### config.mk
export PLATFORM = sky130hd
export DESIGN_NAME = cache_ecc_recovery
export DESIGN_NICKNAME = d
export VERILOG_FILES = /design/src/rtl/cache_ecc_pkg.sv /design/src/rtl/secded_gen.sv /design/src/rtl/secded_chk.sv /design/src/rtl/cache_ecc_fsm.sv /design/src/rtl/cache_ecc_recovery.sv
export SDC_FILE = /design/constraint.sdc
export NUM_CORES = 1
export LEC_CHECK = 0
export CORE_ASPECT_RATIO = 1.4
export CORE_MARGIN = 3
export CORE_UTILIZATION = 34
export DETAILED_ROUTE_END_ITERATION = 8
export SKIP_LAST_GASP = 1
export SYNTH_ARGS = -nofsm -noshare
export SYNTH_HDL_FRONTEND = slang
export SYNTH_SLANG_ARGS = --single-unit
### constraint.sdc
create_clock -name clk -period 3.2 [get_ports clk]
set_clock_uncertainty 0.1 [all_clocks]
set_input_delay 0.64 -clock clk [delete_from_list [all_inputs] [get_ports clk]]
set_output_delay 0.64 -clock clk [all_outputs]
set_load 0.05 [all_outputs]
### src/rtl/cache_ecc_pkg.sv
package cache_ecc_pkg;

    typedef enum logic [1:0] {
        ST_IDLE,
        ST_WBACK,
        ST_INVAL,
        ST_RETRY
    } rec_state_e;

    // number of Hamming parity bits (without the overall parity bit)
    function automatic int npar(input int dw);
        int p;
        p = 1;
        while ((1 << p) < dw + p + 1) p++;
        return p;
    endfunction

    // codeword position (1-based) of data bit k, skipping powers of two
    function automatic int hpos(input int k);
        int pos;
        pos = k + 1;
        for (int j = 0; j < 16; j++) begin
            if ((1 << j) <= pos) pos++;
        end
        return pos;
    endfunction

endpackage

### src/rtl/secded_gen.sv
module secded_gen
    import cache_ecc_pkg::*;
#(
    parameter int DW = 32,
    localparam int P  = npar(DW),
    localparam int CW = P + 1
) (
    input  logic [DW-1:0] din,
    output logic [CW-1:0] chk
);

    logic [P-1:0] par;

    always_comb begin
        par = '0;
        for (int k = 0; k < DW; k++) begin
            for (int j = 0; j < P; j++) begin
                if (((hpos(k) >> j) & 1) == 1) par[j] = par[j] ^ din[k];
            end
        end
    end

    assign chk = {(^din) ^ (^par), par};

endmodule

### src/rtl/secded_chk.sv
module secded_chk
    import cache_ecc_pkg::*;
#(
    parameter int DW = 32,
    localparam int P  = npar(DW),
    localparam int CW = P + 1,
    localparam int N  = DW + P
) (
    input  logic [DW-1:0] din,
    input  logic [CW-1:0] chk,
    output logic [DW-1:0] dout,
    output logic          sgl,
    output logic          dbl
);

    logic [P-1:0] syn;
    logic         ovr;
    logic         in_range;

    always_comb begin
        syn = chk[P-1:0];
        for (int k = 0; k < DW; k++) begin
            for (int j = 0; j < P; j++) begin
                if (((hpos(k) >> j) & 1) == 1) syn[j] = syn[j] ^ din[k];
            end
        end
    end

    assign ovr      = ^{din, chk};
    assign in_range = (int'(syn) <= N);

    always_comb begin
        dout = din;
        for (int k = 0; k < DW; k++) begin
            if (ovr && syn == P'(hpos(k))) dout[k] = ~din[k];
        end
    end

    assign sgl = ovr && in_range;
    assign dbl = (!ovr && syn != '0) || (ovr && !in_range);


    always_comb begin
        sgl_dbl_excl_chk: assert (!(sgl && dbl));
    end

endmodule

### src/rtl/cache_ecc_fsm.sv
module cache_ecc_fsm
    import cache_ecc_pkg::*;
(
    input  logic clk,
    input  logic rst_n,
    input  logic lk_valid,
    input  logic lk_icache,
    input  logic lk_dirty,
    input  logic tag_sgl,
    input  logic tag_dbl,
    input  logic data_sgl,
    input  logic data_dbl,
    input  logic wb_ready,
    input  logic inv_done,
    output logic accept,
    output logic busy,
    output logic wb_req,
    output logic inv_req,
    output logic retry,
    output logic hit_valid,
    output logic unrec_err
);

    rec_state_e state, nxt;
    logic any_err, fatal;

    assign any_err = tag_sgl | tag_dbl | data_sgl | data_dbl;
    assign fatal   = !lk_icache && (tag_dbl || (data_dbl && lk_dirty));
    assign accept  = (state == ST_IDLE) && lk_valid;

    always_comb begin
        nxt = state;
        unique case (state)
            ST_IDLE: begin
                if (accept && any_err && !fatal)
                    nxt = (!lk_icache && lk_dirty) ? ST_WBACK : ST_INVAL;
            end
            ST_WBACK: if (wb_ready) nxt = ST_INVAL;
            ST_INVAL: if (inv_done) nxt = ST_RETRY;
            ST_RETRY: nxt = ST_IDLE;
            default:  nxt = ST_IDLE;
        endcase
    end

    always_ff @(posedge clk or negedge rst_n) begin
        if (!rst_n) state <= ST_IDLE;
        else        state <= nxt;
    end

    always_comb begin
        busy    = 1'b0;
        wb_req  = 1'b0;
        inv_req = 1'b0;
        retry   = 1'b0;
        unique case (state)
            ST_IDLE:  ;
            ST_WBACK: begin busy = 1'b1; wb_req  = 1'b1; end
            ST_INVAL: begin busy = 1'b1; inv_req = 1'b1; end
            ST_RETRY: begin busy = 1'b1; retry   = 1'b1; end
            default:  ;
        endcase
    end

    always_ff @(posedge clk or negedge rst_n) begin
        if (!rst_n) begin
            hit_valid <= 1'b0;
            unrec_err <= 1'b0;
        end else begin
            hit_valid <= accept && !any_err;
            unrec_err <= accept && fatal;
        end
    end


    retry_single_chk: assert property (@(posedge clk) disable iff (!rst_n)
        retry |=> !retry);

    retry_after_inv_chk: assert property (@(posedge clk) disable iff (!rst_n)
        retry |-> $past(inv_req && inv_done));

    inv_hold_chk: assert property (@(posedge clk) disable iff (!rst_n)
        (inv_req && !inv_done) |=> inv_req);

    wb_then_inv_chk: assert property (@(posedge clk) disable iff (!rst_n)
        (wb_req && wb_ready) |=> inv_req);

    unrec_idle_chk: assert property (@(posedge clk) disable iff (!rst_n)
        unrec_err |-> !busy);

    icache_no_wb_chk: assert property (@(posedge clk) disable iff (!rst_n)
        (accept && lk_icache) |=> (!wb_req && !unrec_err));

endmodule

### src/rtl/cache_ecc_recovery.sv
module cache_ecc_recovery
    import cache_ecc_pkg::*;
#(
    parameter int TAG_W  = 20,
    parameter int DATA_W = 32,
    parameter int IDX_W  = 7,
    parameter int WAY_W  = 2,
    localparam int TCW   = npar(TAG_W) + 1,
    localparam int DCW   = npar(DATA_W) + 1
) (
    input  logic              clk,
    input  logic              rst_n,
    input  logic [TAG_W-1:0]  wr_tag,
    input  logic [DATA_W-1:0] wr_data,
    output logic [TCW-1:0]    wr_tag_chk,
    output logic [DCW-1:0]    wr_data_chk,
    input  logic              lk_valid,
    input  logic              lk_icache,
    input  logic              lk_dirty,
    input  logic [IDX_W-1:0]  lk_index,
    input  logic [WAY_W-1:0]  lk_way,
    input  logic [TAG_W-1:0]  rd_tag,
    input  logic [TCW-1:0]    rd_tag_chk,
    input  logic [DATA_W-1:0] rd_data,
    input  logic [DCW-1:0]    rd_data_chk,
    input  logic              wb_ready,
    input  logic              inv_done,
    output logic              busy,
    output logic              hit_valid,
    output logic [TAG_W-1:0]  out_tag,
    output logic [DATA_W-1:0] out_data,
    output logic              wb_req,
    output logic              inv_req,
    output logic [IDX_W-1:0]  inv_index,
    output logic [WAY_W-1:0]  inv_way,
    output logic              retry,
    output logic              unrec_err
);

    logic [TAG_W-1:0]  tag_fix;
    logic [DATA_W-1:0] data_fix;
    logic tag_sgl, tag_dbl, data_sgl, data_dbl, accept;

    secded_gen #(.DW(TAG_W))  u_gen_tag  (.din(wr_tag),  .chk(wr_tag_chk));
    secded_gen #(.DW(DATA_W)) u_gen_data (.din(wr_data), .chk(wr_data_chk));

    secded_chk #(.DW(TAG_W)) u_chk_tag (
        .din(rd_tag), .chk(rd_tag_chk), .dout(tag_fix),
        .sgl(tag_sgl), .dbl(tag_dbl));
    secded_chk #(.DW(DATA_W)) u_chk_data (
        .din(rd_data), .chk(rd_data_chk), .dout(data_fix),
        .sgl(data_sgl), .dbl(data_dbl));

    cache_ecc_fsm u_fsm (
        .clk(clk), .rst_n(rst_n), .lk_valid(lk_valid),
        .lk_icache(lk_icache), .lk_dirty(lk_dirty),
        .tag_sgl(tag_sgl), .tag_dbl(tag_dbl),
        .data_sgl(data_sgl), .data_dbl(data_dbl),
        .wb_ready(wb_ready), .inv_done(inv_done),
        .accept(accept), .busy(busy), .wb_req(wb_req),
        .inv_req(inv_req), .retry(retry),
        .hit_valid(hit_valid), .unrec_err(unrec_err));

    always_ff @(posedge clk or negedge rst_n) begin
        if (!rst_n) begin
            out_tag   <= '0;
            out_data  <= '0;
            inv_index <= '0;
            inv_way   <= '0;
        end else if (accept) begin
            out_tag   <= tag_fix;
            out_data  <= data_fix;
            inv_index <= lk_index;
            inv_way   <= lk_way;
        end
    end


    payload_stable_chk: assert property (@(posedge clk) disable iff (!rst_n)
        (busy && $past(busy)) |-> ($stable(inv_index) && $stable(out_data)));

    hit_idle_chk: assert property (@(posedge clk) disable iff (!rst_n)
        hit_valid |-> !busy);

endmodule

# --- Word level (Yosys, flattened, before mapping) ---
# Cells that the tools add are included.
totals:
  elab_cells: 545
  register_bits: 65
classes:
  n_eq_ne: 58
  n_reduce_logical: 87
  n_lt_le_gt_ge: 2
  bitwise: 330
  mux: 61
ops:
  columns: ["op", "n"]
  rows:
  - ["1-bit bitwise XOR", 275]
  - ["6-bit by 5-bit == test with 1-bit output (second input constant)", 15]
  - ["1-bit logical AND", 66]
  - ["1-bit 2-to-1 mux", 56]
  - ["1-bit inverter", 52]
  - ["5-bit == test (second input constant)", 9]
  - ["6-bit by 4-bit == test with 1-bit output (second input constant)", 7]
  - ["39-bit XOR reduction", 1]
  - ["6-bit == test (second input constant)", 6]
  - ["5-bit by 4-bit == test with 1-bit output (second input constant)", 7]
  - ["32-bit XOR reduction", 1]
  - ["26-bit XOR reduction", 1]
  - ["20-bit XOR reduction", 1]
  - ["6-bit by 3-bit == test with 1-bit output (second input constant)", 3]
  - ["5-bit by 3-bit == test with 1-bit output (second input constant)", 3]
  - ["2-bit 2-to-1 mux", 4]
  - ["2-bit case mux with 4 select lines", 1]
  - ["1-bit zero test", 7]
  - ["6-bit by 2-bit == test with 1-bit output (second input constant)", 1]
  - ["6-bit less-or-equal comparator (second input constant)", 1]
  - ["2-bit != test (second input constant)", 3]
  - ["6-bit nonzero test", 1]
  - ["6-bit XOR reduction", 1]
  - ["5-bit by 2-bit == test with 1-bit output (second input constant)", 1]
  - ["10 further kinds", 15]

# --- Depth between registers and ports, before layout ---
# Gate-level depths: netlist (run 1).
depth:
  depth_word: 29
  mapped_depth: 11
  mapped_depth_nobuf: 10

# --- Modules after synthesis ---
# From an unflattened synthesis (run 1), not the netlist that was laid out.
unflattened:
  hier_cells: 520
  hier_area_um2: 6516.2
by_module_without_submodules:
  columns: ["mod", "cells_per_inst", "area_per_inst_um2", "instances", "seq_area_each_um2"]
  rows:
  - ["cache_ecc_recovery", 129, 2570.0, 1, 1526.5]
  - ["secded_chk at u_chk_data", 165, 1480.2, 1, 0.0]
  - ["secded_chk at u_chk_tag", 103, 975.9, 1, 0.0]
  - ["secded_gen at u_gen_data", 54, 706.9, 1, 0.0]
  - ["secded_gen at u_gen_tag", 40, 498.0, 1, 0.0]
  - ["cache_ecc_fsm", 29, 285.3, 1, 100.1]

# --- Worst setup path before layout (run 1) ---
# OpenSTA, ideal clock, no wires.
synth_timing:
  path_type: "input to output"
  startpoint: "input wr_data[3]"
  endpoint: "output wr_data_chk[6]"
  arrival_time_ns: 3.479
  cell_stages: 8
  n_path_buf: 0
  setup_slack_ns: -1.019
  path_cell_list: "xor2_1 -> xnor2_1 -> xnor2_1 -> xnor2_1 -> xnor2_1 -> xor2_1 -> xnor2_1 -> xnor2_1"
synth_via:
  elab_chain_cells: 18
synth_rtl:
  columns: ["element", "line_no", "rtl"]
  rows:
  - ["start: declaration", "cache_ecc_recovery.sv:14", "input logic [DATA_W-1:0] wr_data,"]
  - ["1-bit bitwise XOR (16 in a row)", "secded_gen.sv:18", "if (((hpos(k) >> j) & 1) == 1) par[j] = par[j] ^ din[k];"]
  - ["net wr_data_chk[1]", "cache_ecc_recovery.sv:16", "output logic [DCW-1:0] wr_data_chk,"]
  - ["6-bit XOR reduction", "secded_gen.sv:23", "assign chk = {(^din) ^ (^par), par};"]
  - ["1-bit bitwise XOR", "secded_gen.sv:23", null]
  - ["end: declaration", "cache_ecc_recovery.sv:16", null]
# The timed path passes the listed nets, and every way through them passes these cells.

# --- Final worst setup path (run 1) ---
layout_timing:
  startpoint: "input rd_data[9]"
  endpoint: "register u_fsm.state[1]"
layout_via:
  elab_chain_cells: 24
layout_rtl:
  columns: ["element", "line_no", "rtl"]
  rows:
  - ["start: declaration", "cache_ecc_recovery.sv:24", "input logic [DATA_W-1:0] rd_data,"]
  - ["1-bit bitwise XOR (13 in a row)", "secded_chk.sv:24", "if (((hpos(k) >> j) & 1) == 1) syn[j] = syn[j] ^ din[k];"]
  - ["6-bit less-or-equal comparator", "secded_chk.sv:30", "assign in_range = (int'(syn) <= N);"]
  - ["1-bit zero test", "secded_chk.sv:40", "assign dbl = (!ovr && syn != '0) || (ovr && !in_range);"]
  - ["1-bit logical AND", "secded_chk.sv:40", null]
  - ["1-bit logical OR", "secded_chk.sv:40", null]
  - ["1-bit logical AND", "cache_ecc_fsm.sv:28", "assign fatal = !lk_icache && (tag_dbl || (data_dbl && lk_dirty));"]
  - ["1-bit logical OR", "cache_ecc_fsm.sv:28", null]
  - ["1-bit logical AND", "cache_ecc_fsm.sv:28", null]
  - ["1-bit zero test", "cache_ecc_fsm.sv:35", "if (accept && any_err && !fatal)"]
  - ["1-bit logical AND (*)", "cache_ecc_fsm.sv:35", null]
  - ["2-bit != test (no line) (*)", null, null]
  - ["3-bit AND reduction (no line) (*)", null, null]
  - ["end signal: assignment", "cache_ecc_fsm.sv:47", "else state <= nxt;"]
  - ["end: declaration", "cache_ecc_fsm.sv:24", "rec_state_e state, nxt;"]
# Every way passes the cells marked *; elsewhere a longest branch is shown, timed or not.
# A chain may end at the register's enable or synchronous reset.

==> results of run 1 <==
==> metal layers <==
layer  wire length, microns  global-route usage, %  vias up  part of all wire [%]
met5                     25                      0        -                  0.12
met4                    660                   7.98        4                   3.2
met3                   1200                   4.97       44                   5.9
met2                  11200                   41.8      187                    55
met1                   7280                   23.5     2623                    36
li1                       -                      -     2687                     -
==> worst max-delay path by stage <==
| stage | startpoint | to | depth (start not counted) |
|---|---|---|---|
| final | rd_data[9] | u_fsm.state[1] | 10 |
| after global routing | wr_data[1] | wr_data_chk[6] | 10 |
| after CTS | wr_data[16] | wr_data_chk[6] | 10 |
| after detailed placement | rd_data[14] | u_fsm.state[1] | 10 |
| after global placement | rd_data[14] | u_fsm.state[1] | 10 |
| after floorplan | wr_data[3] | wr_data_chk[6] | 8 |
==> repair_timing <==
| item | CTS | global route |
|---|---|---|
| endpoints found under the setup margin | 37 | 35 |
| pin swaps | 86 | 74 |
| hold buffers | 0 | 0 |
| resized for setup | 195 | 122 |
| cloned | 0 | 0 |
| buffers inserted | 22 | 10 |
==> critical path, stage by stage <==
cell and delay [ps]:
dlygate4sd2_1 270, xnor3_2 420, xnor2_2 190, xnor3_1 350, xnor3_2 490, nor4b_4 320
a31oi_2 150, o21a_1 130, o2bb2ai_2 130, a32o_2 230
==> final cells by class <==
class                           count  area (sq um)  share of cell area [%]
Clock buffer                       10           239                    2.20
Tap cell                          199           249                    2.30
Sequential cell                    65          1630                    15.0
Multi-Input combinational cell    490          4930                    45.5
Antenna cell                        1          2.50                  0.0231
Clock inverter                      6          72.6                   0.669
Inverter                            7          26.3                   0.242
Timing Repair Buffer              411          3700                    34.1
==> sequential cells by signal, indices dropped and copies added, names as in the netlist <==
signal and count:
out_tag 20, inv_index 7, inv_way 2, u_fsm.state 2, u_fsm.unrec_err 1, out_data 32, u_fsm.hit_valid 1
==> cells in the final DEF, fill, tap and decap left out, types with 4 or more instances in the layout <==
cell and count:
ha_1 5, buf_12 15, dfrtp_1 65, xor2_1 35, nor2_1 82, clkdlybuf4s15_1 4
dlymetal6s2s_1 25, nand2_1 37, xnor2_4 17, dlygate4sd2_1 31, xnor3_1 17, clkdlybuf4s50_1 106
mux2_2 9, nor3_1 7, buf_2 11, xnor2_2 67, buf_4 201, buf_6 7
nand3_1 9, inv_1 6, xor2_4 4, a21oi_1 53, xnor2_1 87, clkbuf_16 9
xor2_2 10, xnor3_2 9, clkbuf_2 9
==> per-stage QoR <==
step	setup WS [ps]	cell area (sq um)	TNS (ps)	utilization, %	cells
CTS	-22.6	10300	-22.6	63.9	1179
global route	-97.3	10800	-450	67.1	1189
global placement	-586	9600	-19160	59.4	1142
floorplan	-175	5880	-175	-	578
finish	3.46	10800	0	67.1	1189
detailed placement	-660	9600	-20720	59.4	1142
==> cells by family (layout without fill, tap and decap cells) <==
kind of cell	count (synthesis)	count (layout)	synth area share (%)
AOI/OAI and AO/OA	65	65	6.52
DFF	65	65	28.9
muxes	9	9	1.80
adders and majority gates	5	5	1.11
other	0	1	0
buffers and inverters	23	434	1.56
and+or+nand+nor	160	160	12.8
xor gates and xnor gates	251	251	47.2
==> power by group through the flow <==
stage / Combinational (W) / Sequential (W) / Clock, W
after floorplan: 0.00343 / 0.00277 / 0
after global placement: 0.00810 / 0.00144 / 0
after detailed placement: 0.00817 / 0.00147 / 0
after CTS: 0.00851 / 0.00146 / 0.00107
after global routing: 0.00921 / 0.00151 / 0.00110
final: 0.00875 / 0.00145 / 0.00104
==> impl_metrics.csv, run 1 <==
group,metric,value,unit
global_route,grt_antenna_before_repair,3,
cells_and_area,n_fill_cell,1278,
synthesis,synth_area_leaders,"dfrtp_1 (29%), xnor2_1 (27%), xnor3_1 (9.2%), xor2_1 (7.5%), nor2_1 (5.6%)",
clock_network,path_clk_slew,60,ps
timing,max_freq,313,MHz
route,ant_nets,0,
timing,period_needed,3200,ps
clock_network,cts_buffer_depth,2,
worst_setup_path,worstPathMaxFanout,5,
place,place_congestion,0.889,
global_route,grt_first_pass_wirelength,30900,microns
timing,finalSetupViolCount,0,
route,num_vias,5545,
worst_setup_path,r2r-end,"out_data[25]",
clock_network,tritoncts,"built",
cells_and_area,drive_gt1_share,40.6,%
pwr,seqPwrFrac,12.9,%
clock_network,cts-root-buf,"clkbuf_16",
cells_and_area,finalNetCount,1122,
clock_network,clk_latency,340,ps
clock_network,numCtsBuffers,9,
synthesis,syn_nets,716,
synthesis,ys_async_sr_fraction,100,%
synthesis,synthCells,578,
timing,grt_setup_unrepaired,"yes",
clock_network,clock_sinks,65,
floorplanning,fp.dieH,158,microns
pwr,leakagePower,5.04,nW
worst_setup_path,critical_path_class,"primary input to register",
route,drc_errors,0,
cells_and_area,area_delta_synth_final,92.9,%
timing,slew-limit-headroom,42.2,%
route,via_per_inst,4.66,
floorplanning,die_area,18100,sq um
route,wire_per_inst,17.1,microns
synthesis,netlist_area,5620,sq um
worst_setup_path,worstRegToRegCells,6,
timing,worst_pin_slew,867,ps
pwr,pwr-share-comb,77.9,%
synthesis,seq_area_frac_synth,28.9,%
place,dp_hpwl,15900,microns
synthesis,yosysWarningCount,0,
pwr,p_sw,0.00542,W
worst_setup_path,cp.arrival,3330,ps
route,drt_iter0_markers,154,
pwr,p_sw_share,48.3,%
timing,period_share,99.9,%
floorplanning,rows,55,
synthesis,ys_types,41,
floorplanning,coreArea,16200,sq um
timing,final_max_slew_viol_count,0,
pwr,p_int,0.00581,W
worst_setup_path,r2r_slack,1120,ps
status,status,"complete, no violations",
floorplanning,io_pins,213,
flow_run,max_cap_viol_count,0,
place,portBuffers,212,
timing,hold_ws,306,ps
worst_setup_path,start_kind,"primary input",
synthesis,synth_edf_count,0,
synthesis,yosys.area.top_type,"dfrtp_1",
global_route,grt_overflow,0,
route,dr.pass1.iters,6,
pwr,p_total,0.0112,W
synthesis,synth_seq_cells,65,
clock_network,htree_levels,3,
floorplanning,die_x,115,microns
synthesis,synth_ff_type,"dfrtp_1",
worst_setup_path,r2r_start,"u_fsm.state[1]",
synthesis,synth_top_area_share,28.9,%
route,wirelength,20400,microns
global_route,grt_use_total,22.0,%
global_route,grt_start_max_net_pins,61,
timing,final_hold_viol_count,0,
floorplanning,initial_core_util,34.8,%
worst_hold_path,worstHoldPathType,"primary input to asynchronous set/reset pin",
synthesis,yosysMostFrequentCell,"xnor2_1",
synthesis,synth_common_cells,"xnor2_1 (171), nor2_1 (84), dfrtp_1 (65)",
pwr,pwr_density_cell,1040,nW/um^2
synthesis,syn_area_per_cell,9.73,sq um
pwr,ir_drop,2.57,mV
pwr,clockPowerShare,9.2,%
global_route,grt_pass1_vias,6104,
worst_setup_path,worstPathRequired,3330,ps
worst_setup_path,end_kind,"register",
(Power assumes the default switching activity.)
==> run 2: changes to the inputs <==
CAP_MARGIN = 20   (was unset)
clock period = 3.3 ns   (was 3.2 ns; I/O delays follow)
==> run 2 against run 1 <==
  * Critical path depth stayed put
  * Count of clock-buffer cells in the layout is 1 higher
  * Total power is 3.5% lower
  * Largest cell class unchanged
  * Register-to-register slack better by 160 ps
  * Critical endpoint is now wr_data_chk[6]
==> impl_metrics.csv, run 2 (synthesis gave the netlist of run 1 again) <==
group,metric,value,unit
route,via_per_inst,4.57,
timing,final_hold_viol_count,0,
floorplanning,rows,55,
clock_network,htree_levels,3,
place,place_congestion,0.875,
route,dr.pass1.iters,4,
cells_and_area,final_common_cell,"buf_4",
worst_setup_path,worstPathRequired,2540,ps
route,wirelength,19900,microns
flow_run,max_cap_viol_count,0,
global_route,grt_pass1_vias,5732,
clock_network,clk_latency,330,ps
clock_network,path_clk_slew,60,ps
worst_setup_path,r2r-end,"out_tag[15]",
cells_and_area,final_util,65.7,%
timing,final_max_slew_viol_count,0,
clock_network,tritoncts,"built",
cells_and_area,finalNetCount,1112,
cells_and_area,top_register,"out_data",
floorplanning,die_area,18100,sq um
global_route,grt_start_max_net_pins,46,
timing,slew-limit-headroom,62.5,%
worst_hold_path,worstHoldPathType,"primary input to asynchronous set/reset pin",
pwr,pwr_density_cell,1020,nW/um^2
pwr,leakagePower,4.95,nW
global_route,grt_use_total,21.0,%
worst_setup_path,worstPathMaxFanout,2,
worst_setup_path,worstRegToRegCells,6,
global_route,grt_antenna_before_repair,1,
place,dp_hpwl,16100,microns
clock_network,cts_buffer_depth,2,
place,placed_cell_area,9550,sq um
floorplanning,fp.dieH,158,microns
route,wire_per_inst,16.8,microns
clock_network,cts-root-buf,"clkbuf_16",
global_route,grt_first_pass_wirelength,29500,microns
floorplanning,initial_core_util,34.8,%
route,ant_nets,0,
worst_setup_path,start_kind,"primary input",
floorplanning,io_pins,213,
route,num_vias,5391,
cells_and_area,area_delta_synth_final,88.9,%
route,drt_iter0_markers,176,
cells_and_area,reg_top3,"out_data: 32 flops, out_tag: 20 flops, inv_index: 7 flops",
place,portBuffers,212,
cells_and_area,fin_area,10600,sq um
timing,worst_pin_slew,561,ps
timing,grt_setup_unrepaired,"yes",
global_route,grt_overflow,0,
timing,finalSetupViolCount,0,
worst_setup_path,cp.arrival,2510,ps
clock_network,ctsHoldBuffers,0,
timing,period_needed,3270,ps
worst_setup_path,critical_path_class,"primary input to output pin",
cells_and_area,largest_reg_flops,32,
worst_setup_path,r2r_start,"u_fsm.state[0]",
timing,max_freq,306,MHz
status,status,"complete, no violations",
floorplanning,coreArea,16200,sq um
clock_network,clock_sinks,65,
route,drc_errors,0,
pwr,ir_drop,2.62,mV
cells_and_area,drive_gt1_share,38.9,%
worst_setup_path,r2r_slack,1280,ps
worst_setup_path,end_kind,"output pin",
clock_network,numCtsBuffers,9,
worst_setup_path,critPathLaunch,"wr_data[6]",
floorplanning,die_x,115,microns
timing,period_share,98.9,%
cells_and_area,layout_common_cells,"buf_4 (188), clkdlybuf4s50_1 (116), xnor2_1 (100), nor2_1 (84), dfrtp_1 (65)",
## run 2: cell count changes in the layout (fill, tap and decap cells not counted), sizes merged
cell / before / now
buf: 234 / 212
clkdlybuf4s50: 106 / 116
inv: 9 / 8
clkbuf: 19 / 39
bufinv: 1 / 0
dlygate4sd2: 31 / 10
clkdlybuf4s15: 6 / 1
dlymetal6s2s: 25 / 34
clkinvlp: 1 / 2
## run 2: stage by stage
stage | TNS [ps] | hold slack (ps) | setup WS (ps) | total power, W | instances
2_1_floorplan | -115 | 264 | -115 | 0.00599 | 578
3_3_place_gp | -16030 | 392 | -590 | 0.00928 | 1139
3_5_place_dp | -19990 | 396 | -747 | 0.00938 | 1139
4_1_cts | -382 | 238 | -170 | 0.0106 | 1168
5_1_grt | -60.8 | 251 | -48.0 | 0.0114 | 1179
6_report | 0 | 214 | 34.8 | 0.0108 | 1179
## run 2: layout make-up
class | instances | area [sq um]
fillers | 1263 | 5550
multi-input cells | 490 | 4820
repair buffers | 401 | 3610
flip-flops and latches | 65 | 1630
clock buffers | 11 | 253
well taps | 199 | 249
clock inverters | 5 | 37.5
inverters | 7 | 26.3
diodes | 1 | 2.50
## run 2: what timing repair did
action                                  4_1_cts  5_1_grt
setup buffers                                13       12
pin swaps                                    62       92
gates resized for setup                      93      176
endpoints found under the setup margin       34       40
## run 2: per-layer routing
layer	track usage, %	up-vias	part of all wire [%]	routed length, microns
met5	0	-	0	0
met1	21.4	2556	34	6730
met2	42.7	144	59	11800
met3	3.25	20	4.6	920
li1	-	2671	-	-
met4	6.40	0	2.0	406
## run 2: worst max path at each step
stage / to / slack [ps] / cells after the start
final: wr_data_chk[6] / 30 / 10
after global routing: wr_data_chk[6] / -50 / 10
after CTS: wr_data_chk[6] / -170 / 11
after detailed placement: u_fsm.state[1] / -750 / 10
after global placement: u_fsm.state[1] / -590 / 10
after floorplan: wr_data_chk[6] / -120 / 8
## run 2: worst max-delay path: stages
cell and delay (ps):
buf_2 150, xnor2_4 150, xnor2_2 270, xnor2_4 150, xnor2_4 260, xnor2_4 160, xor2_2 210, xnor2_2 110
xnor2_2 210, buf_12 160
## run 2: report_power, final
group	switching (W)	internal [W]	leakage [nW]
Clock	0.000362	0.000553	0.139
Sequential	0.000222	0.00119	0.729
Combinational	0.00465	0.00386	4.08
Total	0.00524	0.00560	4.95
